<file path="src/rtl/irqc_pkg.sv">
package irqc_pkg;
  localparam int NUM_SRC   = 13;
  localparam int DATA_W    = 32;
  localparam int ADDR_W    = 16;
  localparam int BIT_W     = $clog2(DATA_W);
  localparam logic [ADDR_W-1:0] STAT_ADDR = 16'h7000;
  localparam logic [ADDR_W-1:0] ENAB_ADDR = 16'h7800;
  localparam int FORCE_BIT = 26;

  // Bit position owned by each request index
  function automatic int src_bit(input int idx);
    case (idx)
      0: return 7;   1: return 3;   2: return 2;   3: return 9;
      4: return 10;  5: return 12;  6: return 5;   7: return 17;
      8: return 28;  9: return 27;  10: return 26; 11: return 23;
      default: return 21;
    endcase
  endfunction

  // Priority group of each request index
  function automatic logic [2:0] src_group(input int idx);
    if (idx <= 6) return 3'd3;
    else if (idx == 7) return 3'd5;
    else return 3'd6;
  endfunction

  function automatic logic [DATA_W-1:0] group_bits(input logic [2:0] grp);
    logic [DATA_W-1:0] acc;
    acc = '0;
    for (int i = 0; i < NUM_SRC; i++)
      if (src_group(i) == grp) acc[src_bit(i)] = 1'b1;
    return acc;
  endfunction
endpackage

</file>
<file path="src/rtl/irqc_edge.sv">
module irqc_edge
  import irqc_pkg::*;
#(
  parameter int N = NUM_SRC
) (
  input  logic         clk,
  input  logic         rst_n,
  input  logic [N-1:0] req,
  output logic [N-1:0] rise,
  output logic [N-1:0] fall
);
  logic [N-1:0] prev_q;

  always_ff @(posedge clk) begin
    if (!rst_n) prev_q <= '0;
    else        prev_q <= req;
  end

  for (genvar i = 0; i < N; i++) begin : g_det
    assign rise[i] = req[i] & ~prev_q[i];
    assign fall[i] = ~req[i] & prev_q[i];
  end
endmodule

</file>
<file path="src/rtl/irqc_status.sv">
module irqc_status
  import irqc_pkg::*;
#(
  parameter int N  = NUM_SRC,
  parameter int DW = DATA_W
) (
  input  logic          clk,
  input  logic          rst_n,
  input  logic [N-1:0]  rise,
  input  logic [N-1:0]  fall,
  input  logic          frc_stb,
  input  logic          frc_val,
  input  logic          wr_en,
  input  logic [DW-1:0] wr_data,
  output logic [DW-1:0] status_q
);
  logic [DW-1:0] set_v, clr_v, nxt;

  always_comb begin
    set_v = '0;
    clr_v = '0;
    for (int i = 0; i < N; i++) begin
      set_v[src_bit(i)] = rise[i];
      clr_v[src_bit(i)] = fall[i];
    end
  end

  always_comb begin
    nxt = (status_q | set_v) & ~clr_v;
    if (frc_stb) nxt[FORCE_BIT] = frc_val;
    if (wr_en)   nxt = wr_data;
  end

  always_ff @(posedge clk) begin
    if (!rst_n) status_q <= '0;
    else        status_q <= nxt;
  end

  p_reset_clear_r1: assert property (@(posedge clk)
    !rst_n |=> status_q == '0);

  p_host_wins_r5: assert property (@(posedge clk) disable iff (!rst_n)
    wr_en |=> status_q == $past(wr_data));

  p_force_bit_r8: assert property (@(posedge clk) disable iff (!rst_n)
    (frc_stb && !wr_en) |=> status_q[FORCE_BIT] == $past(frc_val));

  for (genvar i = 0; i < N; i++) begin : g_chk
    localparam int B = src_bit(i);
    localparam bit FB = (B == FORCE_BIT);
    p_rise_sets_r2: assert property (@(posedge clk) disable iff (!rst_n)
      (rise[i] && !wr_en && !(frc_stb && FB)) |=> status_q[B]);
    p_fall_clears_r3: assert property (@(posedge clk) disable iff (!rst_n)
      (fall[i] && !wr_en && !(frc_stb && FB)) |=> !status_q[B]);
  end
endmodule

</file>
<file path="src/rtl/irqc_level.sv">
module irqc_level
  import irqc_pkg::*;
#(
  parameter int DW = DATA_W
) (
  input  logic          clk,
  input  logic          rst_n,
  input  logic [DW-1:0] status,
  input  logic [DW-1:0] enab,
  output logic [2:0]    level
);
  localparam logic [2:0] GRP [3] = '{3'd6, 3'd5, 3'd3};
  logic [DW-1:0] live;
  logic [2:0]    hit;

  assign live = status & enab;

  for (genvar g = 0; g < 3; g++) begin : g_grp
    localparam logic [DW-1:0] GM = group_bits(GRP[g]);
    assign hit[g] = |(live & GM);
  end

  always_comb begin
    if (hit[0])      level = GRP[0];
    else if (hit[1]) level = GRP[1];
    else if (hit[2]) level = GRP[2];
    else             level = 3'd0;
  end

  p_level_code_r6: assert property (@(posedge clk) disable iff (!rst_n)
    level inside {3'd0, 3'd3, 3'd5, 3'd6});

  p_level_needs_live_r7: assert property (@(posedge clk) disable iff (!rst_n)
    (level != 3'd0) |-> (live != '0));
endmodule

</file>
<file path="src/rtl/irq_group_ctrl.sv">
module irq_group_ctrl
  import irqc_pkg::*;
#(
  parameter int N  = NUM_SRC,
  parameter int AW = ADDR_W,
  parameter int DW = DATA_W
) (
  input  logic          clk,
  input  logic          rst_n,
  input  logic          host_wr,
  input  logic [AW-1:0] host_addr,
  input  logic [DW-1:0] host_wdata,
  output logic [DW-1:0] host_rdata,
  input  logic [N-1:0]  irq_req,
  input  logic          dma_ctl_stb,
  input  logic          dma_ctl_on,
  output logic [2:0]    cpu_level
);
  logic [N-1:0]  rise, fall;
  logic [DW-1:0] status_q, enab_q;
  logic          sel_stat, sel_enab;

  assign sel_stat = (host_addr == STAT_ADDR);
  assign sel_enab = (host_addr == ENAB_ADDR);

  irqc_edge #(.N(N)) u_edge (
    .clk(clk), .rst_n(rst_n), .req(irq_req), .rise(rise), .fall(fall)
  );

  irqc_status #(.N(N), .DW(DW)) u_stat (
    .clk(clk), .rst_n(rst_n), .rise(rise), .fall(fall),
    .frc_stb(dma_ctl_stb), .frc_val(dma_ctl_on),
    .wr_en(host_wr && sel_stat), .wr_data(host_wdata),
    .status_q(status_q)
  );

  always_ff @(posedge clk) begin
    if (!rst_n)                enab_q <= '0;
    else if (host_wr && sel_enab) enab_q <= host_wdata;
  end

  always_comb begin
    if (sel_stat)      host_rdata = status_q;
    else if (sel_enab) host_rdata = enab_q;
    else               host_rdata = '0;
  end

  irqc_level #(.DW(DW)) u_lvl (
    .clk(clk), .rst_n(rst_n), .status(status_q), .enab(enab_q),
    .level(cpu_level)
  );

  p_enab_reset_r1: assert property (@(posedge clk)
    !rst_n |=> enab_q == '0);

  p_enab_keeps_status_r7: assert property (@(posedge clk) disable iff (!rst_n)
    (host_wr && sel_enab && rise == '0 && fall == '0 && !dma_ctl_stb)
      |=> $stable(status_q));

  p_stray_write_r4: assert property (@(posedge clk) disable iff (!rst_n)
    (host_wr && !sel_stat && !sel_enab) |=> $stable(enab_q));
endmodule

</file>
<file path="config.mk">
export PLATFORM = sky130hd
export DESIGN_NAME = irq_group_ctrl
export DESIGN_NICKNAME = d
export VERILOG_FILES = /design/src/rtl/irqc_pkg.sv /design/src/rtl/irqc_edge.sv /design/src/rtl/irqc_status.sv /design/src/rtl/irqc_level.sv /design/src/rtl/irq_group_ctrl.sv
export SDC_FILE = /design/constraint.sdc
export NUM_CORES = 1
export LEC_CHECK = 0
export BUFFER_PORTS_ARGS = -buffer_cell sky130_fd_sc_hd__buf_2
export CAP_MARGIN = 20
export CORE_MARGIN = 1.5
export CORE_UTILIZATION = 54
export CTS_BUF_LIST = sky130_fd_sc_hd__clkbuf_4 sky130_fd_sc_hd__clkbuf_8
export DETAILED_ROUTE_END_ITERATION = 6
export MAX_ROUTING_LAYER = met4
export PLACE_DENSITY_LB_ADDON = 0.05
export SYNTH_ARGS = -nofsm -noshare
export SYNTH_HDL_FRONTEND = slang
export SYNTH_HIERARCHICAL = 1
export SYNTH_SLANG_ARGS = --single-unit
</file>
<file path="constraint.sdc">
create_clock -name clk -period 2.27 [get_ports clk]
set_input_delay 0.454 -clock clk [delete_from_list [all_inputs] [get_ports clk]]
set_output_delay 0.454 -clock clk [all_outputs]
set_load 0.1 [all_outputs]
</file>
==> results of run 1 <==
==> layout by cell type (no fill, tap or decap), drive strengths merged, types with 13 or more instances in the layout <==
cell type / Yosys / layout
o21ai: 47 / 47
dfxtp: 77 / 77
mux2i: 19 / 19
buf: 18 / 118
nand2: 48 / 48
nand4: 32 / 32
a21boi: 13 / 13
and2: 17 / 17
clkbuf: 17 / 15
a22o: 32 / 32
nor2b: 45 / 45
nor2: 13 / 13
==> synth_stat cells <==
master    instances
a21boi_1         12
a21boi_2          1
a21oi_1           2
a222oi_1          2
a22o_1           32
a22oi_1           2
and2_1           17
and2b_1           1
and3_1            2
and4_1            1
buf_12            2
buf_2             3
buf_4             4
buf_6             9
clkbuf_1         14
clkbuf_2          3
dfxtp_1          77
inv_1             2
mux2i_1          19
nand2_1          48
nand4_1          32
nor2_1            7
nor2_2            6
nor2b_1          45
nor3_1            1
nor4_1            1
nor4b_2           1
nor4bb_1          1
o21ai_0          33
o21ai_1          14
==> sequential cells by signal, summed over array words and instances (netlist names) <==
register	flops
enab_q	32
u_stat/status_q	32
u_edge/prev_q	13
==> through the flow <==
| step | util | instances | total power [uW] | hold WS (ps) |
|---|---|---|---|---|
| 5_1_grt | 0.822 | 572 | 2890 | 331 |
| 2_1_floorplan | - | 394 | 1520 | 436 |
| 3_5_place_dp | 0.767 | 553 | 1620 | 463 |
| 6_report | 0.822 | 572 | 2790 | 328 |
| 3_3_place_gp | 0.767 | 553 | 1610 | 449 |
| 4_1_cts | 0.809 | 570 | 2800 | 317 |
==> worst max path at each step <==
stage	start	to
after floorplan	enab_q[10]	cpu_level[1]
after global placement	host_addr[15]	host_rdata[6]
after detailed placement	host_addr[4]	u_stat/status_q[20]
after CTS	host_addr[4]	host_rdata[6]
after global routing	host_addr[7]	host_rdata[31]
final	host_addr[1]	host_rdata[22]
==> where the power goes <==
group / internal [uW] / switching [uW] / total, uW / leakage (uW)
Clock: 705 / 495 / 1200 / 0.000117
Combinational: 93.4 / 95.3 / 189 / 0.00137
Sequential: 1380 / 25.5 / 1410 / 0.000627
Total: 2180 / 616 / 2790 / 0.00211
==> layer usage <==
metal,up-vias,part of all wire
li1,1589,-
met1,1611,0.41
met2,129,0.52
met3,15,0.058
met4,0,0.012
met5,-,0
==> logic make-up after synthesis <==
family | count (synthesis) | share of synthesized area
buffers and inverters | 37 | 0.0736
and+or+nand+nor | 163 | 0.253
AOI/OAI and AO/OA | 98 | 0.186
muxes | 19 | 0.0535
DFF | 77 | 0.434
==> cell type report <==
cell class              instances  area (um^2)  share of cell area
clock buffers                  13          166              0.0319
clock inverters                 3         67.6              0.0129
inverters                       2         7.51             0.00144
multi-input cells             280         2060               0.395
flip-flops and latches         77         1540               0.295
well taps                      77         96.3              0.0185
repair buffers                120         1280               0.245
==> timing repair <==
action	CTS	global route
setup buffers	1	0
hold buffers	0	0
pin swaps	1	32
endpoints found under the hold margin	0	0
setup endpoints to repair	31	33
gates cloned	0	2
gates resized for setup	5	5
==> qor.yml, run 1 <==
syn-instance-count: 394
port_buffers: 100
crit_fanout: 8
path_delay_family: "simple AND/OR/NAND/NOR gates"
clk_latency_ps: 340
cp-end-kind: "output port"
crit_path_max_incr_delay_ps: 270
synth_top_cell_by_area: "dfxtp_1"
crit_type: "in -> out"
io_pins: 101
top_usage_layer: "met2"
drc: 0
ir_drop_uv: 441
grt_use_met3: 0.0574
critPathArrivalTime_ps: 1850
cts_tree: "built"
placed_area_mm2: 0.00487
drt-initial-drc-count: 244
cts_buffers: 9
grt_pass1_wl_mm: 15.3
start_kind: "input pin"
r2r_slack_ps: 1420
ctsLongestPathBuffers: 2
grtUsageMet2: 0.473
diodes: 0
coreArea_mm2: 0.00635
hold_depth: 2
drt_wl_total_mm: 9.53
synth_top_area_share: 0.434
synthTopCellsByArea: "dfxtp_1, nor2b_1, a22o_1, nand4_1, mux2i_1"
drv_slew: 0
pre_cts_ws_ps: -97.1
ys_seq_area_frac: 0.434
hpwl_mm: 6.30
fin_crit_ps: 2310
worstRegToRegCells: 4
antenna_found_initial: 0
fp.dieW_um: 84.1
yosys_warnings: 6
antenna_left: 0
setup_tns_ps: -505
grt_pass1_vias: 3260
required_ps: 1820
worstHoldStart: "irq_req[3]"
holdPathEnd: "u_edge/prev_q[3]"
hold_class: "in -> reg"
violations: "negative setup slack"
hold_viol: 0
wl_per_cell_um: 16.7
gp_congestion: 0.792
track_usage: 0.277
fin_crit_sh: 1.02
max_cap_violations: 0
cp_num_cells: 7
area_delta_synth_final_pct: 47.0
skew_ps: 8.09
max_freq_mhz: 433
worstReg2RegEnd: "u_stat/status_q[23]"
syn-num-nets: 460
grt_overflow: 0
root_buffer: "clkbuf_8"
clock_sinks: 77
core.rowCount: 29
layout-drive-gt1-share: 0.366
num_vias: 3344
avgSynthCellArea_um2: 9.02
synth.distinct_cells: 30
rsz0062_at_grt: "yes"
worst_path_max_delay_cell: "and4_4"
setup_violations: 24
relSlewSlack: 0.680
worstMarginPinSlew_ps: 484
ys_ff_latch: 77
grt_max_degree: 69
first_pass_iters: 5
r2r-start: "u_edge/prev_q[11]"
num-nets-final: 556
vias_per_cell: 5.85
fill_cells: 398
ctsHtreeMaxLevel: 3
cellPowerDensity_mw_per_mm2: 535
clkTransAtPathRegs_ps: 80
synth.cell_area_mm2: 0.00355
dieArea_mm2: 0.00707
crit_chain: "buf_2 -> nor4_4 -> and4_4 -> and2b_4 -> clkbuf_16 -> a22o_4 -> buf_12"
die_h_um: 84.1
path_buf_inv: 3
start_util: 0.559
leakagePower_uw: 0.00211
grt.met1_usage: 0.329
final_area_mm2: 0.00522
outcome: "finished, violations left"
fin_ws_ps: -37.7
No activity file was read; power rests on OpenSTA's default activity.
==> run 2, diff against run 1 <==
SETUP_SLACK_MARGIN = 0.5   (was not set)
==> qor.yml, run 2 (synthesis results as in run 1) <==
outcome: "finished, violations left"
violations: "negative setup slack"
vias_per_cell: 6.20
final_util: 0.901
crit_type: "in -> out"
drt-initial-drc-count: 337
clkTransAtPathRegs_ps: 80
cts_tree: "built"
worstRegToRegCells: 4
root_buffer: "clkbuf_8"
fin_crit_ps: 2390
pwr-share-clk: 0.393
fin_crit_sh: 1.05
wl_per_cell_um: 20.8
max_cap_violations: 0
drv_slew: 0
core.rowCount: 29
rsz0062_at_grt: "yes"
ctsLongestPathBuffers: 2
first_pass_iters: 5
required_ps: 1820
leakagePower_uw: 0.00231
antenna_left: 0
hold_class: "in -> reg"
top_regs: "enab_q (32), u_stat/status_q (32), u_edge/prev_q (13)"
relSlewSlack: 0.729
final_cell_mix: "dfxtp_1, buf_2, buf_12, nand2_1, nor2b_1"
drt_wl_total_mm: 12.3
diodes: 0
cts_hold_buf: 0
fin_ws_ps: -125
ir_drop_uv: 393
r2r-start: "u_edge/prev_q[10]"
die_h_um: 84.1
worstMarginPinSlew_ps: 406
skew_ps: 4.84
area_delta_synth_final_pct: 61.1
gp_congestion: 0.865
hold_viol: 0
hpwl_mm: 6.22
grt_pass1_wl_mm: 17.2
path_buf_inv: 4
fill_cells: 262
crit_fanout: 9
worstReg2RegEnd: "u_stat/status_q[26]"
cellPowerDensity_mw_per_mm2: 469
multiInputGateArea_mm2: 0.00224
worstHoldStart: "irq_req[12]"
path_delay_family: "simple AND/OR/NAND/NOR gates"
final_common_cell: "dfxtp_1"
pwr-share-seq: 0.525
crit_chain: "buf_2 -> nor4_2 -> and4_4 -> and2b_2 -> buf_12 -> buf_12 -> a22o_4 -> buf_12"
antenna_found_initial: 0
grt_pass1_vias: 3490
clock_sinks: 77
cts_buffers: 9
num_vias: 3660
r2r_slack_ps: 1290
port_buffers: 100
crit_path_max_incr_delay_ps: 280
max_freq_mhz: 418
setup_violations: 32
switching_share: 0.255
drc: 0
grt_max_degree: 110
cpMostUsedCell: "buf_12"
setup_tns_ps: -3160
num-nets-final: 574
holdPathEnd: "u_edge/prev_q[12]"
final-seq-area_mm2: 0.00155
layout-drive-gt1-share: 0.444
fp.dieW_um: 84.1
worst_path_max_delay_cell: "nor4_2"
coreArea_mm2: 0.00635
power.switching_uw: 686
critPathArrivalTime_ps: 1940
p_comb_frac: 0.083
track_usage: 0.312
clk_latency_ps: 340
ctsHtreeMaxLevel: 3
p_int_uw: 2000
dieArea_mm2: 0.00707
grt_overflow: 0
start_kind: "input pin"
hold_depth: 2
cp-end-kind: "output port"
start_util: 0.559
io_pins: 101
==> run 2: cell types whose count changed in the layout (fill, tap and decap cells not counted), moves of 4 or more <==
cell	delta
buf_12	+9
o21ai_1	-8
buf_6	+4
buf_16	+4
nor2_2	-6
o21ai_2	+7
nor2_4	+12
nor2_1	-6
==> run 2: area by class of cell <==
type                       instances  share of cell area
sequential                        77               0.270
inverter                           2             0.00175
clock buffer                       9              0.0216
timing repair buffer             138               0.285
clock inverter                     7              0.0129
multi-input combinational        280               0.392
tap                               77              0.0168
==> run 2: how the worst max path moves through the flow <==
stage                     slack [ps]          start  depth (start not counted)                   to
after global routing            -160  host_addr[15]                          8       host_rdata[23]
after floorplan                  100   host_addr[1]                          7        host_rdata[0]
after global placement           -10   host_addr[4]                          7       host_rdata[21]
final                           -120   host_addr[1]                          8       host_rdata[23]
after CTS                        -50  host_addr[15]                          8        host_rdata[2]
after detailed placement        -150  host_addr[15]                          9  u_stat/status_q[24]
==> run 2: worst register-to-register path: stages (launching register included) <==
cell and delay (ps):
dfxtp_1 310, nor2b_1 120, nor2_1 110, o21ai_0 170
a21oi_2 200
==> run 2: power by group through the flow <==
stage	clock, uW	combinational (uW)	sequential, uW
6_report	1060	222	1410
5_1_grt	1120	237	1410
4_1_cts	1060	193	1400
3_5_place_dp	0	177	1440
3_3_place_gp	0	171	1440
2_1_floorplan	0	88.8	1430
==> run 2: routing by layer <==
layer,routed length (um),share of wire,GRT usage
met4,240,0.020,0.0715
met1,5120,0.42,0.383
met2,6170,0.50,0.532
met5,0,0,-
met3,737,0.060,0.0613
==> run 2: repair_timing <==
action	4_1_cts	5_1_grt
endpoints found under the setup margin	64	67
pin swaps	16	8
setup buffers	11	6
gates resized for setup	43	30
gates cloned	4	1
==> run 2: per-stage QoR <==
| step | area, um^2 | hold slack (ps) | std cells | power (uW) | worst slack, ps |
|---|---|---|---|---|---|
| after floorplan | 3880 | 442 | 394 | 1520 | 102 |
| after global placement | 4890 | 457 | 552 | 1610 | -12.0 |
| after detailed placement | 4890 | 469 | 552 | 1610 | -151 |
| after CTS | 5530 | 325 | 583 | 2650 | -54.3 |
| after global routing | 5720 | 338 | 590 | 2770 | -160 |
| final | 5720 | 329 | 590 | 2690 | -125 |
